## src/rtl/hsr_pkg.sv

```systemverilog
`timescale 1ns/1ps
package hsr_pkg;

  typedef enum logic [1:0] {
    ST_IDLE  = 2'd0,
    ST_SCAN  = 2'd1,
    ST_SHIFT = 2'd2
  } rd_state_e;

  // Cycles from an accepted start to the done pulse
  function automatic int unsigned readout_cycles(input int unsigned nch,
                                                 input int unsigned hits,
                                                 input int unsigned fw);
    if (hits == 0) return 0;
    return nch + hits * fw;
  endfunction

endpackage

```

## src/rtl/chan_scan.sv

```systemverilog
`timescale 1ns/1ps
module chan_scan #(
  parameter int NUM_CH = 16,
  parameter int CH_W   = 4
) (
  input  logic              clk,
  input  logic              rst_n,
  input  logic              load,
  input  logic [NUM_CH-1:0] mask_in,
  input  logic              adv,
  input  logic              clr,
  output logic [CH_W-1:0]   ch,
  output logic [NUM_CH-1:0] pend,
  output logic              cur_hit,
  output logic              at_last
);
  localparam logic [CH_W-1:0] LAST_CH = CH_W'(NUM_CH - 1);

  always_ff @(posedge clk or negedge rst_n) begin
    if (!rst_n) begin
      pend <= '0;
      ch   <= '0;
    end else if (load) begin
      pend <= mask_in;
      ch   <= '0;
    end else begin
      if (clr) pend[ch] <= 1'b0;
      if (adv) ch <= ch + 1'b1;
    end
  end

  assign cur_hit = pend[ch];
  assign at_last = (ch == LAST_CH);


  pend_clear_chk: assert property (@(posedge clk) disable iff (!rst_n)
    clr |=> !pend[$past(ch)]);

  pend_grow_chk: assert property (@(posedge clk) disable iff (!rst_n)
    !load |=> ((pend & ~$past(pend)) == '0));

endmodule

```

## src/rtl/frame_shift.sv

```systemverilog
`timescale 1ns/1ps
module frame_shift #(
  parameter int FRAME_W = 52,
  parameter int CNT_W   = 6
) (
  input  logic               clk,
  input  logic               rst_n,
  input  logic               load,
  input  logic [FRAME_W-1:0] frame_in,
  output logic               sdo,
  output logic               active,
  output logic               last_bit
);
  localparam logic [CNT_W-1:0] LAST_CNT = CNT_W'(FRAME_W - 1);

  logic [FRAME_W-1:0] sreg;
  logic [CNT_W-1:0]   cnt;

  always_ff @(posedge clk or negedge rst_n) begin
    if (!rst_n) begin
      sreg   <= '0;
      cnt    <= '0;
      active <= 1'b0;
    end else if (load) begin
      sreg   <= frame_in;
      cnt    <= '0;
      active <= 1'b1;
    end else if (active) begin
      sreg <= {sreg[FRAME_W-2:0], 1'b0};
      if (cnt == LAST_CNT) active <= 1'b0;
      else                 cnt    <= cnt + 1'b1;
    end
  end

  assign sdo      = sreg[FRAME_W-1];
  assign last_bit = active && (cnt == LAST_CNT);


  load_idle_chk: assert property (@(posedge clk) disable iff (!rst_n)
    load |-> !active);

  frame_end_chk: assert property (@(posedge clk) disable iff (!rst_n)
    last_bit |=> !active);

  first_bit_chk: assert property (@(posedge clk) disable iff (!rst_n)
    load |=> (sdo == $past(frame_in[FRAME_W-1])));

endmodule

```

## src/rtl/readout_fsm.sv

```systemverilog
`timescale 1ns/1ps
module readout_fsm
  import hsr_pkg::*;
(
  input  logic clk,
  input  logic rst_n,
  input  logic start,
  input  logic mask_zero,
  input  logic cur_hit,
  input  logic at_last,
  input  logic last_bit,
  output logic load_mask,
  output logic adv,
  output logic clr,
  output logic load_frame,
  output logic busy,
  output logic done
);
  rd_state_e state, state_nxt;
  logic      done_nxt;

  always_comb begin
    state_nxt  = state;
    load_mask  = 1'b0;
    adv        = 1'b0;
    clr        = 1'b0;
    load_frame = 1'b0;
    done_nxt   = 1'b0;
    unique case (state)
      ST_IDLE: if (start) begin
        if (mask_zero) done_nxt = 1'b1;
        else begin
          load_mask = 1'b1;
          state_nxt = ST_SCAN;
        end
      end
      ST_SCAN: begin
        if (cur_hit) begin
          load_frame = 1'b1;
          state_nxt  = ST_SHIFT;
        end else if (at_last) begin
          done_nxt  = 1'b1;
          state_nxt = ST_IDLE;
        end else adv = 1'b1;
      end
      ST_SHIFT: if (last_bit) begin
        clr = 1'b1;
        if (at_last) begin
          done_nxt  = 1'b1;
          state_nxt = ST_IDLE;
        end else begin
          adv       = 1'b1;
          state_nxt = ST_SCAN;
        end
      end
      default: state_nxt = ST_IDLE;
    endcase
  end

  always_ff @(posedge clk or negedge rst_n) begin
    if (!rst_n) begin
      state <= ST_IDLE;
      done  <= 1'b0;
    end else begin
      state <= state_nxt;
      done  <= done_nxt;
    end
  end

  assign busy = (state != ST_IDLE);


  done_pulse_chk: assert property (@(posedge clk) disable iff (!rst_n)
    done |=> !done);

  empty_done_chk: assert property (@(posedge clk) disable iff (!rst_n)
    (start && !busy && mask_zero) |=> (done && !busy));

  reload_chk: assert property (@(posedge clk) disable iff (!rst_n)
    load_mask |-> !busy);

  done_idle_chk: assert property (@(posedge clk) disable iff (!rst_n)
    done |-> !busy);

endmodule

```

## src/rtl/hit_serial_readout.sv

```systemverilog
`timescale 1ns/1ps
module hit_serial_readout
  import hsr_pkg::*;
#(
  parameter int NUM_CH = 16,
  parameter int TS_W   = 24,
  parameter int Q_W    = 12,
  parameter int T_W    = 12
) (
  input  logic                       clk,
  input  logic                       rst_n,
  input  logic                       start,
  input  logic [NUM_CH-1:0]          hit_mask,
  output logic                       rd_en,
  output logic [$clog2(NUM_CH)-1:0]  rd_ch,
  input  logic [TS_W-1:0]            rd_ts,
  input  logic [Q_W-1:0]             rd_charge,
  input  logic [T_W-1:0]             rd_time,
  output logic                       ser_data,
  output logic                       ser_valid,
  output logic                       busy,
  output logic                       done,
  output logic [NUM_CH-1:0]          pend_mask
);
  localparam int CH_W    = $clog2(NUM_CH);
  localparam int FRAME_W = CH_W + TS_W + Q_W + T_W;
  localparam int CNT_W   = $clog2(FRAME_W);
  localparam int SPAN_W  = $clog2(NUM_CH * (FRAME_W + 1) + 1) + 1;

  function automatic logic [CH_W-1:0] gray_ch(input logic [CH_W-1:0] b);
    return b ^ (b >> 1);
  endfunction
  function automatic logic [TS_W-1:0] gray_ts(input logic [TS_W-1:0] b);
    return b ^ (b >> 1);
  endfunction
  function automatic logic [Q_W-1:0] gray_q(input logic [Q_W-1:0] b);
    return b ^ (b >> 1);
  endfunction
  function automatic logic [T_W-1:0] gray_t(input logic [T_W-1:0] b);
    return b ^ (b >> 1);
  endfunction

  // Named internal events
  logic              ev_load_mask, ev_adv, ev_clr, ev_load_frame;
  logic              cur_hit, at_last, last_bit;
  logic [CH_W-1:0]   ch;
  logic [FRAME_W-1:0] frame_word;

  readout_fsm u_fsm (
    .clk        (clk),
    .rst_n      (rst_n),
    .start      (start),
    .mask_zero  (hit_mask == '0),
    .cur_hit    (cur_hit),
    .at_last    (at_last),
    .last_bit   (last_bit),
    .load_mask  (ev_load_mask),
    .adv        (ev_adv),
    .clr        (ev_clr),
    .load_frame (ev_load_frame),
    .busy       (busy),
    .done       (done)
  );

  chan_scan #(.NUM_CH(NUM_CH), .CH_W(CH_W)) u_scan (
    .clk     (clk),
    .rst_n   (rst_n),
    .load    (ev_load_mask),
    .mask_in (hit_mask),
    .adv     (ev_adv),
    .clr     (ev_clr),
    .ch      (ch),
    .pend    (pend_mask),
    .cur_hit (cur_hit),
    .at_last (at_last)
  );

  assign rd_en = ev_load_frame;
  assign rd_ch = ch;
  assign frame_word = {gray_ch(ch), gray_ts(rd_ts), gray_q(rd_charge), gray_t(rd_time)};

  frame_shift #(.FRAME_W(FRAME_W), .CNT_W(CNT_W)) u_shift (
    .clk      (clk),
    .rst_n    (rst_n),
    .load     (ev_load_frame),
    .frame_in (frame_word),
    .sdo      (ser_data),
    .active   (ser_valid),
    .last_bit (last_bit)
  );

  // Assertion support: span of a run and its hit count
  logic [SPAN_W-1:0] span_cnt;
  logic [CH_W:0]     hit_cnt;
  always_ff @(posedge clk or negedge rst_n) begin
    if (!rst_n) begin
      span_cnt <= '0;
      hit_cnt  <= '0;
    end else if (start && !busy) begin
      span_cnt <= '0;
      hit_cnt  <= (CH_W + 1)'($countones(hit_mask));
    end else if (busy) begin
      span_cnt <= span_cnt + 1'b1;
    end
  end


  valid_busy_chk: assert property (@(posedge clk) disable iff (!rst_n)
    ser_valid |-> busy);

  span_chk: assert property (@(posedge clk) disable iff (!rst_n)
    done |-> (32'(span_cnt) == readout_cycles(NUM_CH, 32'(hit_cnt), FRAME_W)));

  read_pend_chk: assert property (@(posedge clk) disable iff (!rst_n)
    rd_en |-> (pend_mask[rd_ch] && !ser_valid));

endmodule

```

## config.mk

```make
export PLATFORM = sky130hd
export DESIGN_NAME = hit_serial_readout
export DESIGN_NICKNAME = d
export VERILOG_FILES = /design/src/rtl/hsr_pkg.sv /design/src/rtl/chan_scan.sv /design/src/rtl/frame_shift.sv /design/src/rtl/readout_fsm.sv /design/src/rtl/hit_serial_readout.sv
export SDC_FILE = /design/constraint.sdc
export NUM_CORES = 1
export LEC_CHECK = 0
export CAP_MARGIN = 20
export CELL_PAD_IN_SITES_DETAIL_PLACEMENT = 0
export CELL_PAD_IN_SITES_GLOBAL_PLACEMENT = 1
export CORE_AREA = 2 2 107 109
export DETAILED_ROUTE_END_ITERATION = 8
export DIE_AREA = 0 0 109 111
export PLACE_DENSITY_LB_ADDON = 0.1
export SLEW_MARGIN = 20
export SYNTH_ARGS = -nofsm -noshare
export SYNTH_HDL_FRONTEND = slang
export SYNTH_SLANG_ARGS = --single-unit
```

## constraint.sdc

```tcl
create_clock -name clk -period 4.7 [get_ports clk]
set_clock_uncertainty 0.2 [all_clocks]
set_input_delay 0.705 -clock clk [delete_from_list [all_inputs] [get_ports clk]]
set_output_delay 0.705 -clock clk [all_outputs]
set_load 0.03 [all_outputs]
```

Word level (Yosys, flattened, before mapping)
Index checks and enable logic that the tools add are counted.

storage, ports and cells
  register bits = 82
  input bits = 67
  output and inout bits = 25
  logic and storage cells = 76

cells by class
  add/sub/neg operators = 2
  order comparisons = 2
  equal/unequal tests = 9
  multiplexer cells = 40
  bitwise gates (word level) = 6
  reductions and logical operators = 10

operator list
  operator               count
  $mux W52               2
  $mux W16               2
  $xor A12 B11 Y12       2
  $xor A24 B23 Y24       1
  $mux W1                21
  $mux W6                3
  $and A16 B16 Y16       1
  $logic_not A16 Y1      1
  $not A16 Y16           1
  $mux W2                5
  $mux W4                2
  $ne A2 B2 Y1 const B   4
  $reduce_bool A2 Y1     4
  $add A6 B1 Y6 const B  1
  $eq A6 B6 Y1 const B   1
  $pmux W2 S3            1
  $lt A4 B5 Y1 const B   1
  $add A4 B1 Y4 const B  1
  $bmux W1 S4            1
  $demux W1 S4           1
  $eq A4 B4 Y1 const B   1
  $ge A4 B1 Y1 const B   1
  $reduce_and A4 Y1      1
  $xor A4 B3 Y4          1
  8 further kinds        9

Logic depth before layout (Yosys ltp)
  depth in word-level cells = 8
  mapped depth = 9

Hierarchy
Synthesis repeated with hierarchy kept, for this count alone.

second synthesis, totals
  cells, all modules = 458
  area, all modules = 4540.6 µm²

modules (own cells, without submodules)
  module              instances  cells an instance  area each (µm²)  seq. area each (µm²)
  frame_shift         1          266                2757.6           1476.4
  chan_scan           1          110                1059.8           500.5
  hit_serial_readout  1          53                 454.2            0.0
  readout_fsm         1          29                 269.0            75.1

Worst setup path before layout
OpenSTA, ideal clock, no wires.

  path type = register to output
  start = register u_scan.ch[1]
  end = output port rd_en
  data arrival time = 2.336 ns
  data required time = 3.795 ns
  setup slack = 1.459 ns
  stages on the path, launching flop included = 9
  path buffers = 3
  path through = dfrtp_1 > buf_6 > mux4_2 > mux2_2 > mux2_2 > nand2_1 > inv_2 > buf_2 > buf_4

between the ends
  cells in the longest elaborated chain, start to end = 4

RTL lines
  what                           line                      source
  start, declared                chan_scan.sv:12           output logic [CH_W-1:0] ch,
  start signal, assigned         chan_scan.sv:28           if (adv) ch <= ch + 1'b1;
  $bmux W1 S4                    chan_scan.sv:32           assign cur_hit = pend[ch];
  $mux W1 (implied by the code)  chan_scan.sv:32
  $mux W1                        readout_fsm.sv:38         if (cur_hit) begin
  $mux W1                        readout_fsm.sv:29         unique case (state)
  end, declared                  hit_serial_readout.sv:14  output logic rd_en,

No other way between the ends. The select of a mux whose other input is x is not followed.

Worst setup path in the final report
Ends and elaborated chain as after synthesis.

==> out/qor.csv <==
metric,value,unit
synthesized instance count,464,
"Slowest-stage cell, CP",dfrtp_1,
Seq cells post-synth,82,
Syn. warnings,0,
GR Util met1,0.247,
DRT Pass-1 Iters,4,
switching part of the total power,0.213,
TritonCTS buffer count,9,
clk_lat worst skew,330,ps
Final Setup Violations,0,
asr flop ratio synth,1.00,
Layout Nets,624,
Post-synth EDFFs,0,
largest net degree at the start of global routing,59,
gp weighted congestion,0.768,
CP Launch Type,flip-flop,
Int Power,1140,uW
Leakage,0.00208,uW
antenna violations before repair,0,
die width,109,um
vias in the first global route,3708,
CTS H-Tree Depth,3,
GR Util met3,0.0376,
status,"complete, no violations",
Max rail drop VDD,0.118,mV
Comb pwr share,0.076,
Worst Path Arrival,2870,ps
CTS root buf,clkbuf_16,
ant diodes,0,
CP Class,flip-flop to output pin,
register area share after synthesis,0.447,
TritonCTS clock tree,yes,
Worst setup EP type,output pin,
placed insts,675,
Port Buffers,91,
unrepaired setup endpoints after global routing,false,
total core area,11100,um2
most frequent cells in the layout,"90 x clkdlybuf4s50_1, 81 x dfrtp_1, 56 x nand3_1",
routed wire length,10.3,mm
Die Span Y,111,um
Worst Tran Pin Value,1030,ps
Final Hold Violating Endpoints,0,
CP Max Fanout,10,
worst path cell trace,mux4_2 > mux2_4 > mux2_2 > nand2_1 > inv_2 > clkdlybuf4s50_1,
Yosys cell types,39,
Initial DRC Count,211,
post-CTS setup buffers,0,
"antenna viol nets, final",0,
CTS resizes,0,
FP Rows,39,
worst endpoint required time,3800,ps
gr ovfl total,0,
Avg Inst Size Synth,9.89,um2
Peak Freq,265,MHz
clock share of power,0.435,
Top Usage Layer GRT,met2,
routed via count,3583,
global-route wire length before repair,17.8,mm
max-slew violation count,0,
register share of total power,0.489,
Power Density,246,nW/um2
dpl hpwl,7.17,mm
syn nets,545,
"most common cell after layout, fill and taps aside",clkdlybuf4s50_1,
setup_tns,0,ps
max incr delay on CP,600,ps
Max-slew headroom,0.313,
total die area,12100,um2
WL/cell,15.0,um
routing usage on met2,0.297,
Post-CTS Hold Fix Bufs,0,
NetSw,307,uW
DR vias/cell,5.20,
synthesis-to-layout area growth,27.8,%
max cap viols,0,
"Cell Area, Synth",4590,um2
IO Count,92,
worst hold path class,input port to async pin,
"Clk pin slew, worst setup/hold paths",60,ps
fraction of layout cells with a size suffix above 1,0.0549,
post-route insts no fill,689,
GRT Util Overall,0.185,
# DRC,0,
Tmin final,3770,ps
Sink Count,82,
ys flop type,dfrtp_1,
Initial Util,0.414,
Clock Path Buffers,2,
fin crit share,0.802,
## worst paths after layout
check | end | start | depth (start not counted) | slack (ps)
worst max-delay path | rd_en | u_scan.ch[1] | 6 | 930
worst min-delay path | u_shift.sreg[7] | rst_n | 1 | 140
worst min register to register | u_shift.sreg[0] | u_shift.sreg[0] | 2 | 340
max in group asynchronous | u_shift.sreg[47] | rst_n | 2 | 3180
min in group clk | u_shift.sreg[0] | u_shift.sreg[0] | 2 | 340
worst max register to register | u_shift.active | u_scan.ch[1] | 7 | 1840
## flip-flops by register name (all words and copies together) (netlist names)
name and cells:
u_fsm.done 1, u_fsm.state 2, u_scan.ch 4, u_scan.pend 16
u_shift.active 1, u_shift.cnt 6, u_shift.sreg 52
## stage by stage
step,setup slack [ps],power [uW],area (um2),hold slack [ps],util
after CTS,911,1470,5860,164,0.529
after global placement,1320,830,5610,325,0.506
after floorplan,1460,744,4590,209,-
after detailed placement,1290,831,5610,329,0.506
after global routing,798,1510,5870,187,0.530
final,930,1450,5870,144,0.530
## synthesized netlist by cell type, types with 2 or more instances
cell type	n	share of area
buf_1	2	0.0016
nor4_1	4	0.0055
dfrtp_1	82	0.45
nor2_1	10	0.0082
nand3_1	56	0.061
xor2_1	48	0.092
nand2b_1	2	0.0027
inv_1	12	0.0098
a21oi_1	9	0.0098
clkbuf_1	24	0.020
nand2_1	32	0.026
xnor2_1	2	0.0038
o21ai_1	53	0.058
mux2i_1	52	0.11
mux2_2	2	0.0049
o22ai_1	2	0.0027
nand4_1	5	0.0068
o21ai_0	29	0.032
mux4_2	4	0.020
ha_1	14	0.038
o221ai_1	2	0.0038
## metal layers
| layer | up-vias | share of wire |
|---|---|---|
| li1 | 1795 | - |
| met1 | 1704 | 0.46 |
| met2 | 72 | 0.47 |
| met3 | 12 | 0.046 |
| met4 | 0 | 0.016 |
| met5 | - | 0 |
## critical path, delay by kind of cell, from the launching register on
| kind | cells | cell delay [ps] |
|---|---|---|
| buffers and inverters | 2 | 650 |
| flip-flops | 1 | 600 |
| multiplexers | 3 | 1170 |
| AND/OR/NAND/NOR | 1 | 110 |
## power groups by stage
stage | Combinational, uW | Sequential (uW) | Clock, uW
after floorplan | 24.6 | 719 | 0
after global placement | 112 | 719 | 0
after detailed placement | 113 | 719 | 0
after CTS | 113 | 706 | 650
after global routing | 122 | 705 | 681
final | 110 | 706 | 629
## final cells by class
cell class / count / area [um2]
flip-flops and latches: 82 / 2050
fillers: 1025 / 5210
repair buffers: 97 / 953
well taps: 143 / 179
clock buffers: 14 / 254
inverters: 13 / 48.8
multi-input cells: 340 / 2380
## cell families after synthesis
logic type                 Yosys count  share of synthesized area
adders and majority gates           14                     0.0382
DFF                                 82                      0.447
xor gates and xnor gates            50                     0.0954
buffers and inverters               42                     0.0371
and+or+nand+nor                    116                      0.122
muxes                               60                      0.144
AOI/OAI and AO/OA                  100                      0.117
No activity file was read; power rests on OpenSTA's default activity.
